## src/rtl/hs_uart_rx_pkg.sv

```systemverilog
package hs_uart_rx_pkg;

  // One received character handed from the control to the datapath
  typedef struct packed {
    logic       push;
    logic [7:0] data;
    logic       err;
    logic       brk;
  } rxPush_t;

  typedef enum logic [2:0] {
    ST_IDLE,
    ST_START,
    ST_DATA,
    ST_STOP,
    ST_WAITHI
  } rxState_e;

endpackage

```

## src/rtl/hs_uart_rx_fifo.sv

```systemverilog
module hs_uart_rx_fifo
  import hs_uart_rx_pkg::*;
#(
  parameter int DEPTH = 64,
  localparam int AW = $clog2(DEPTH),
  localparam int LW = AW + 1
) (
  input  logic          clk,
  input  logic          rstN,
  input  rxPush_t       pushStb,
  input  logic          popReq,
  output logic [LW-1:0] level,
  output logic          full,
  output logic [31:0]   readWord
);

  // entry layout: {brk, err, data}
  logic [9:0]    mem [DEPTH];
  logic [AW-1:0] wrPtr, rdPtr;
  logic          doPush, doPop, empty;

  assign empty  = (level == '0);
  assign full   = (level == LW'(DEPTH));
  assign doPush = pushStb.push && !full;
  assign doPop  = popReq && !empty;

  always_ff @(posedge clk) begin
    if (doPush) mem[wrPtr] <= {pushStb.brk, pushStb.err, pushStb.data};
  end

  always_ff @(posedge clk) begin
    if (!rstN) begin
      wrPtr <= '0;
      rdPtr <= '0;
      level <= '0;
    end else begin
      if (doPush) wrPtr <= wrPtr + 1'b1;
      if (doPop)  rdPtr <= rdPtr + 1'b1;
      case ({doPush, doPop})
        2'b10:   level <= level + 1'b1;
        2'b01:   level <= level - 1'b1;
        default: level <= level;
      endcase
    end
  end

  always_comb begin
    if (empty) readWord = 32'h0000_0100;
    else       readWord = {21'd0, mem[rdPtr][9], mem[rdPtr][8], 1'b0, mem[rdPtr][7:0]};
  end

endmodule

```

## src/rtl/hs_uart_rx_ctrl.sv

```systemverilog
module hs_uart_rx_ctrl
  import hs_uart_rx_pkg::*;
#(
  parameter int OVS   = 14,
  parameter int DEPTH = 64,
  localparam int LW   = $clog2(DEPTH) + 1,
  localparam int SW   = $clog2(OVS),
  localparam int MID  = OVS / 2,
  localparam int CHAR_TICKS = 10 * OVS,
  localparam int TW   = $clog2(16 * CHAR_TICKS + 1)
) (
  input  logic          clk,
  input  logic          rstN,
  input  logic          serialIn,
  input  logic [7:0]    rateDiv,
  input  logic [2:0]    trigSel,
  input  logic [1:0]    tmoSel,
  input  logic          rxIntEn,
  input  logic          errIntEn,
  input  logic          popReq,
  input  logic [2:0]    clrFlags,
  input  logic [LW-1:0] level,
  input  logic          full,
  output rxPush_t       pushStb,
  output logic [5:0]    intStatus,
  output logic          irq
);

  // oversample tick
  logic [7:0] divCnt;
  logic       tick;
  assign tick = (divCnt == rateDiv);

  always_ff @(posedge clk) begin
    if (!rstN || tick) divCnt <= '0;
    else               divCnt <= divCnt + 1'b1;
  end

  // input synchronizer
  logic syncA, rxS;
  always_ff @(posedge clk) begin
    if (!rstN) begin
      syncA <= 1'b1;
      rxS   <= 1'b1;
    end else begin
      syncA <= serialIn;
      rxS   <= syncA;
    end
  end

  // frame sampler
  rxState_e      state;
  logic [SW-1:0] smp;
  logic [2:0]    bitIdx;
  logic [7:0]    shReg;

  always_ff @(posedge clk) begin
    if (!rstN) begin
      state   <= ST_IDLE;
      smp     <= '0;
      bitIdx  <= '0;
      shReg   <= '0;
      pushStb <= '0;
    end else begin
      pushStb.push <= 1'b0;
      if (tick) begin
        case (state)
          ST_IDLE: begin
            smp <= '0;
            if (!rxS) state <= ST_START;
          end
          ST_START: begin
            if (smp == SW'(MID - 1)) begin
              smp    <= '0;
              bitIdx <= '0;
              state  <= rxS ? ST_IDLE : ST_DATA;
            end else begin
              smp <= smp + 1'b1;
            end
          end
          ST_DATA: begin
            if (smp == SW'(OVS - 1)) begin
              smp   <= '0;
              shReg <= {rxS, shReg[7:1]};
              if (bitIdx == 3'd7) state <= ST_STOP;
              else                bitIdx <= bitIdx + 1'b1;
            end else begin
              smp <= smp + 1'b1;
            end
          end
          ST_STOP: begin
            if (smp == SW'(OVS - 1)) begin
              smp          <= '0;
              pushStb.push <= 1'b1;
              pushStb.data <= shReg;
              pushStb.err  <= !rxS && (shReg != 8'd0);
              pushStb.brk  <= !rxS && (shReg == 8'd0);
              state        <= rxS ? ST_IDLE : ST_WAITHI;
            end else begin
              smp <= smp + 1'b1;
            end
          end
          ST_WAITHI: if (rxS) state <= ST_IDLE;
          default:   state <= ST_IDLE;
        endcase
      end
    end
  end

  // sticky error flags
  logic fltFe, fltBrk, fltOvr;
  always_ff @(posedge clk) begin
    if (!rstN) begin
      fltFe  <= 1'b0;
      fltBrk <= 1'b0;
      fltOvr <= 1'b0;
    end else begin
      fltFe  <= (pushStb.push && pushStb.err) || (fltFe  && !clrFlags[0]);
      fltBrk <= (pushStb.push && pushStb.brk) || (fltBrk && !clrFlags[1]);
      fltOvr <= (pushStb.push && full)        || (fltOvr && !clrFlags[2]);
    end
  end

  // fill trigger
  logic [LW-1:0] trigLvl;
  always_comb begin
    case (trigSel)
      3'd0:    trigLvl = LW'(1);
      3'd1:    trigLvl = LW'(4);
      3'd2:    trigLvl = LW'(8);
      3'd3:    trigLvl = LW'(16);
      3'd4:    trigLvl = LW'(32);
      default: trigLvl = LW'(48);
    endcase
  end

  logic trigHit;
  assign trigHit = (level >= trigLvl);

  // inactivity timeout
  logic [TW-1:0] tmoLimit, tmoCnt;
  logic          tmoHit, tmoRestart;

  always_comb begin
    case (tmoSel)
      2'd1:    tmoLimit = TW'(4 * CHAR_TICKS);
      2'd2:    tmoLimit = TW'(8 * CHAR_TICKS);
      2'd3:    tmoLimit = TW'(16 * CHAR_TICKS);
      default: tmoLimit = '0;
    endcase
  end

  assign tmoRestart = pushStb.push || popReq || (level == '0) || (tmoSel == 2'd0);

  always_ff @(posedge clk) begin
    if (!rstN || tmoRestart) begin
      tmoCnt <= '0;
      tmoHit <= 1'b0;
    end else if (tick && !tmoHit) begin
      if (tmoCnt == tmoLimit - 1'b1) tmoHit <= 1'b1;
      else                           tmoCnt <= tmoCnt + 1'b1;
    end
  end

  assign intStatus = {fltOvr, fltBrk, fltFe, tmoHit, trigHit, 1'b0};
  assign irq = (rxIntEn && (trigHit || tmoHit)) ||
               (errIntEn && (fltOvr || fltBrk || fltFe));

endmodule

```

## src/rtl/hs_uart_rx.sv

```systemverilog
module hs_uart_rx
  import hs_uart_rx_pkg::*;
#(
  parameter int OVS   = 14,
  parameter int DEPTH = 64,
  localparam int LW   = $clog2(DEPTH) + 1
) (
  input  logic        clk,
  input  logic        rstN,
  input  logic        serialIn,
  input  logic [7:0]  rateDiv,
  input  logic [2:0]  trigSel,
  input  logic [1:0]  tmoSel,
  input  logic        rxIntEn,
  input  logic        errIntEn,
  input  logic        popReq,
  input  logic [2:0]  clrFlags,
  output logic [31:0] popData,
  output logic [7:0]  rxLevel,
  output logic [5:0]  intStatus,
  output logic        irq
);

  rxPush_t       pushStb;
  logic [LW-1:0] level;
  logic          full;

  hs_uart_rx_ctrl #(.OVS(OVS), .DEPTH(DEPTH)) u_ctrl (
    .clk(clk), .rstN(rstN), .serialIn(serialIn), .rateDiv(rateDiv),
    .trigSel(trigSel), .tmoSel(tmoSel), .rxIntEn(rxIntEn), .errIntEn(errIntEn),
    .popReq(popReq), .clrFlags(clrFlags), .level(level), .full(full),
    .pushStb(pushStb), .intStatus(intStatus), .irq(irq)
  );

  hs_uart_rx_fifo #(.DEPTH(DEPTH)) u_fifo (
    .clk(clk), .rstN(rstN), .pushStb(pushStb), .popReq(popReq),
    .level(level), .full(full), .readWord(popData)
  );

  assign rxLevel = 8'(level);

endmodule

```

## config.mk

```make
export PLATFORM = sky130hd
export DESIGN_NAME = hs_uart_rx
export DESIGN_NICKNAME = d
export VERILOG_FILES = /design/src/rtl/hs_uart_rx_pkg.sv /design/src/rtl/hs_uart_rx_fifo.sv /design/src/rtl/hs_uart_rx_ctrl.sv /design/src/rtl/hs_uart_rx.sv
export SDC_FILE = /design/constraint.sdc
export NUM_CORES = 1
export LEC_CHECK = 0
export BUFFER_PORTS_ARGS = -buffer_cell sky130_fd_sc_hd__buf_2
export CORE_ASPECT_RATIO = 1.5
export CORE_MARGIN = 5
export CORE_UTILIZATION = 56
export CTS_CLUSTER_DIAMETER = 100
export DETAILED_ROUTE_END_ITERATION = 7
export PLACE_DENSITY_LB_ADDON = 0.08
export REMOVE_ABC_BUFFERS = 1
export SYNTH_ARGS = -nofsm -noshare
export SYNTH_HDL_FRONTEND = slang
export SYNTH_SLANG_ARGS = --single-unit
```

## constraint.sdc

```tcl
create_clock -name clk -period 3.2 [get_ports clk]
set_clock_uncertainty 0.15 [all_clocks]
set_input_delay 0.64 -clock clk [delete_from_list [all_inputs] [get_ports clk]]
set_output_delay 0.64 -clock clk [all_outputs]
set_load 0.05 [all_outputs]
```

==> parameters.txt <==
Parameter                              Value

Yosys
  Commonest cells post-synth ... sky130_fd_sc_hd__edfxtp_1, sky130_fd_sc_hd__mux4_2, sky130_fd_sc_hd__nor2_1, sky130_fd_sc_hd__dfxtp_1, sky130_fd_sc_hd__nand2_1
  Most common cell in the netlist ... sky130_fd_sc_hd__edfxtp_1
  Number of library cell types mapped by synthesis ... between 60 and 70
  Share of flip-flops with an asynchronous set or reset after synthesis ... 0%
  Synth Register Bits ... 720
  Proportion of synthesized chip area in sequential cells ... around 70%
  Average cell area after synthesis ... ~18 sq um
  Biggest area consumer among synthesized cells ... sky130_fd_sc_hd__edfxtp_1
  Post-synth top area share ... approximately two thirds
  Leading post-synthesis cells by cell area ... sky130_fd_sc_hd__edfxtp_1, sky130_fd_sc_hd__mux4_2, sky130_fd_sc_hd__dfxtp_1
  Yosys warning count ... 0
  Prevailing post-synth register cell ... sky130_fd_sc_hd__edfxtp_1
  Post-synthesis cell count ... between 1500 and 2000
  Combined area of all synthesized cells ... roughly 0.029 sq mm
  Number of enable flip-flop cells after synthesis ... 640

Floorplan
  I/O pin count ... slightly below 70
  Number of placement rows ... just over 100
  Initial core utilization ... a little under three fifths
  Core footprint ... ~0.051 sq mm
  Die outline height ... a little under 300 microns
  DIE WIDTH ... just under 200 microns
  Full die area ... ~0.056 sq mm

STA
  Final worst setup slack ... -0.485 ns
  Final setup violating endpoints ... 10
  Final period utilization ... 115%
  Total count of max-transition violations in the final report ... 0
  Slew @ Worst Pin ... 1.24 ns
  Clock period minus final worst setup slack ... 3.69 ns
  Worst slew margin relative to its limit ... about 17%
  Maximum clock rate ... between 200 and 300 MHz
  Final Hold Fails ... 0
  RSZ-0062 raised after global routing ... true
  Worst Hold Slack ... between 0.08 and 0.09 ns

Critical path
  Critical Path Most Common Cell ... sky130_fd_sc_hd__buf_12
  Signal arrival time at the worst endpoint ... between 2 and 3 ns
  Crit-path max FO ... 8
  Critical path startpoint category ... register
  Setup slack, reg-to-reg ... roughly 0.22 ns
  Type of element capturing the critical path ... output port
  Maximum cell stage delay along the critical path ... around 0.49 ns
  Critical Path RT ... ~2.4 ns
  Cells traversed along the worst timing path ... buf_12, buf_12, buf_12, buf_6, mux4_2, a22oi_2, nand2_2, a22oi_2, o21ai_1, buf_4, buf_12
  Cell with the largest stage delay on the worst path ... sky130_fd_sc_hd__mux4_2
  Critical Setup Path Class ... register to output port

Clock tree
  Root cell of the clock tree ... sky130_fd_sc_hd__clkbuf_16
  TritonCTS Sinks ... 720
  Number of buffers added by the clock tree synthesis step ... 67
  CTS H-tree depth ... 3
  TritonCTS clock tree ... yes
  Clk_lat worst skew ... roughly 0.60 ns
  Clock slew seen by the registers of the worst setup and hold paths ... approximately 0.07 ns
  Number of buffers on the longest clock path ... 3
  Number of hold buffers added after cts ... 0

Outcome
  Run status ... finished with violations
  Violations in the final reports ... setup timing

GRT
  Pin count of the biggest net entering global routing ... 66
  Number of global-route vias before repair ... 16300
  Remaining global-route overflow ... 0
  Total routing usage reported by global routing ... 25.4%
  Antenna violations before repair ... 1
  Wire length of the first global-routing pass ... roughly 110 mm

Final layout
  Count of antenna diodes in the layout ... 0
  Nets ... 1878
  Layout overhead on the synthesized area ... 18.5%
  Fraction of final layout cells sized beyond drive strength 1 ... between 30% and 40%

Route
  Post-detailed-routing wire length ... just over 70 mm
  Via count of the routed design ... 16000
  Ratio of routed vias to standard cells ... slightly above 6
  Wirelength per Cell ... around 28 microns
  Total DRC errors in the routed layout ... 0
  Routed Antenna Nets ... 0
  TritonRoute pass-1 iters ... 5
  DRC marker count from the first detailed-route iteration ... approximately 1300

Placement
  Gp weighted congestion ... roughly 0.94
  Final HPWL from detailed placement ... 46.1 mm
  Setup slack at placement ... -0.103 ns
  Number of buffers inserted by port buffering ... between 40 and 50

Pwr
  P per Cell Area ... approximately 530 mW/mm^2
  VDD IR max ... 0.347 mV
  Leak Pwr ... between 10 and 15 nW

Worst hold path
  Hold Path Class ... input pin to register

Run
  Maxcap violations ... 0
## area by class of cell
cell class | instances | area, sq um
Sequential cell | 720 | 20800
Fill cell | 3475 | 17100
Multi-Input combinational cell | 785 | 7980
Timing Repair Buffer | 245 | 2350
Clock buffer | 83 | 1790
Tap cell | 676 | 846
Clock inverter | 40 | 330
Inverter | 16 | 62.6
## final timing paths
kind,startpoint,to,cells past startpoint
worst min register to register,u_ctrl.syncA,u_ctrl.rxS,1
worst max-delay path,register,popData[2],11
worst max register to register,u_fifo.level[5],u_fifo.mem[0][2],5
worst min-delay path,serialIn,u_ctrl.syncA,2
## where the power goes
part | switching (mW) | internal, mW | total, mW
combinational | 0.116 | 0.0406 | 0.156
clock | 3.41 | 4.34 | 7.75
sequential | 0.00674 | 10.1 | 10.1
## sequential cells by signal, summed over array words and instances (netlist names), 6 cells and up, named ones only
| register | count |
|---|---|
| u_fifo.mem | 640 |
| u_ctrl.tmoCnt | 12 |
| u_ctrl.pushStb | 11 |
| u_ctrl.divCnt | 8 |
| u_ctrl.shReg | 8 |
| u_fifo.level | 7 |
| u_fifo.rdPtr | 6 |
| u_fifo.wrPtr | 6 |
## cells by family (layout without fill, tap and decap cells)
kind of cell,count (synthesis),in the layout,synth area share [%]
AO/OA/AOI/OAI,183,183,4.26
AND/OR/NAND/NOR,333,333,5.75
multiplexers,196,196,13.8
adder cells (fa/ha/maj),21,21,0.936
other,1,23,0.0130
XOR/XNOR,29,29,0.880
flip-flops,720,720,72.1
buffers and inverters,126,384,2.28
## per-stage QoR
step	util, %	power [mW]	instance area, sq um	instances	TNS [ns]
global route	66.7	18.5	34200	2565	-4.91
floorplan	-	10.4	28400	1521	-54.87
global placement	60.1	10.4	30900	2394	-0.0658
CTS	66.0	18.1	33900	2550	-4.34
detailed placement	60.1	10.4	30900	2394	-0.103
finish	66.7	18.0	34200	2565	-4.29
## per-layer routing
layer  GRT usage, %  routed length (microns)  part of all wire [%]
met4           10.6                     3160                   4.4
met3           4.34                     4560                   6.4
met5              0                        0                     0
met1           32.3                    26300                    37
met2           43.8                    37300                    52
## repair_timing
item / CTS / global route
pin swaps: 40 / 36
setup endpoints to repair: 12 / 15
gates cloned: 6 / 1
resized for setup: 114 / 48
setup buffers: 27 / 15
## placed cells by master (no fill, tap or decap), types with 16 or more instances in the layout
cell / synthesis / final
sky130_fd_sc_hd__edfxtp_1: 640 / 640
sky130_fd_sc_hd__mux4_2: 161 / 161
sky130_fd_sc_hd__buf_4: 39 / 154
sky130_fd_sc_hd__xnor2_1: 16 / 16
sky130_fd_sc_hd__conb_1: 1 / 23
sky130_fd_sc_hd__dfxtp_1: 80 / 65
sky130_fd_sc_hd__buf_12: 0 / 28
sky130_fd_sc_hd__clkbuf_16: 0 / 70
sky130_fd_sc_hd__ha_1: 20 / 18
sky130_fd_sc_hd__buf_2: 24 / 34
sky130_fd_sc_hd__nand2_1: 50 / 41
sky130_fd_sc_hd__nand3_1: 24 / 24
sky130_fd_sc_hd__buf_6: 1 / 20
sky130_fd_sc_hd__a21oi_1: 39 / 30
sky130_fd_sc_hd__a22oi_2: 0 / 31
sky130_fd_sc_hd__nor3_1: 18 / 16
sky130_fd_sc_hd__mux2i_1: 34 / 32
sky130_fd_sc_hd__o22ai_1: 26 / 19
sky130_fd_sc_hd__nor2_1: 133 / 128
## worst max-delay path, delay by kind of cell, from the launching register on
family | cells | cell delay [ns]
DFF | 1 | 0.38
muxes | 1 | 0.49
and+or+nand+nor | 1 | 0.09
buffers and inverters | 6 | 0.85
AOI/OAI and AO/OA | 3 | 0.48
Power figures use the tool's default switching activity.
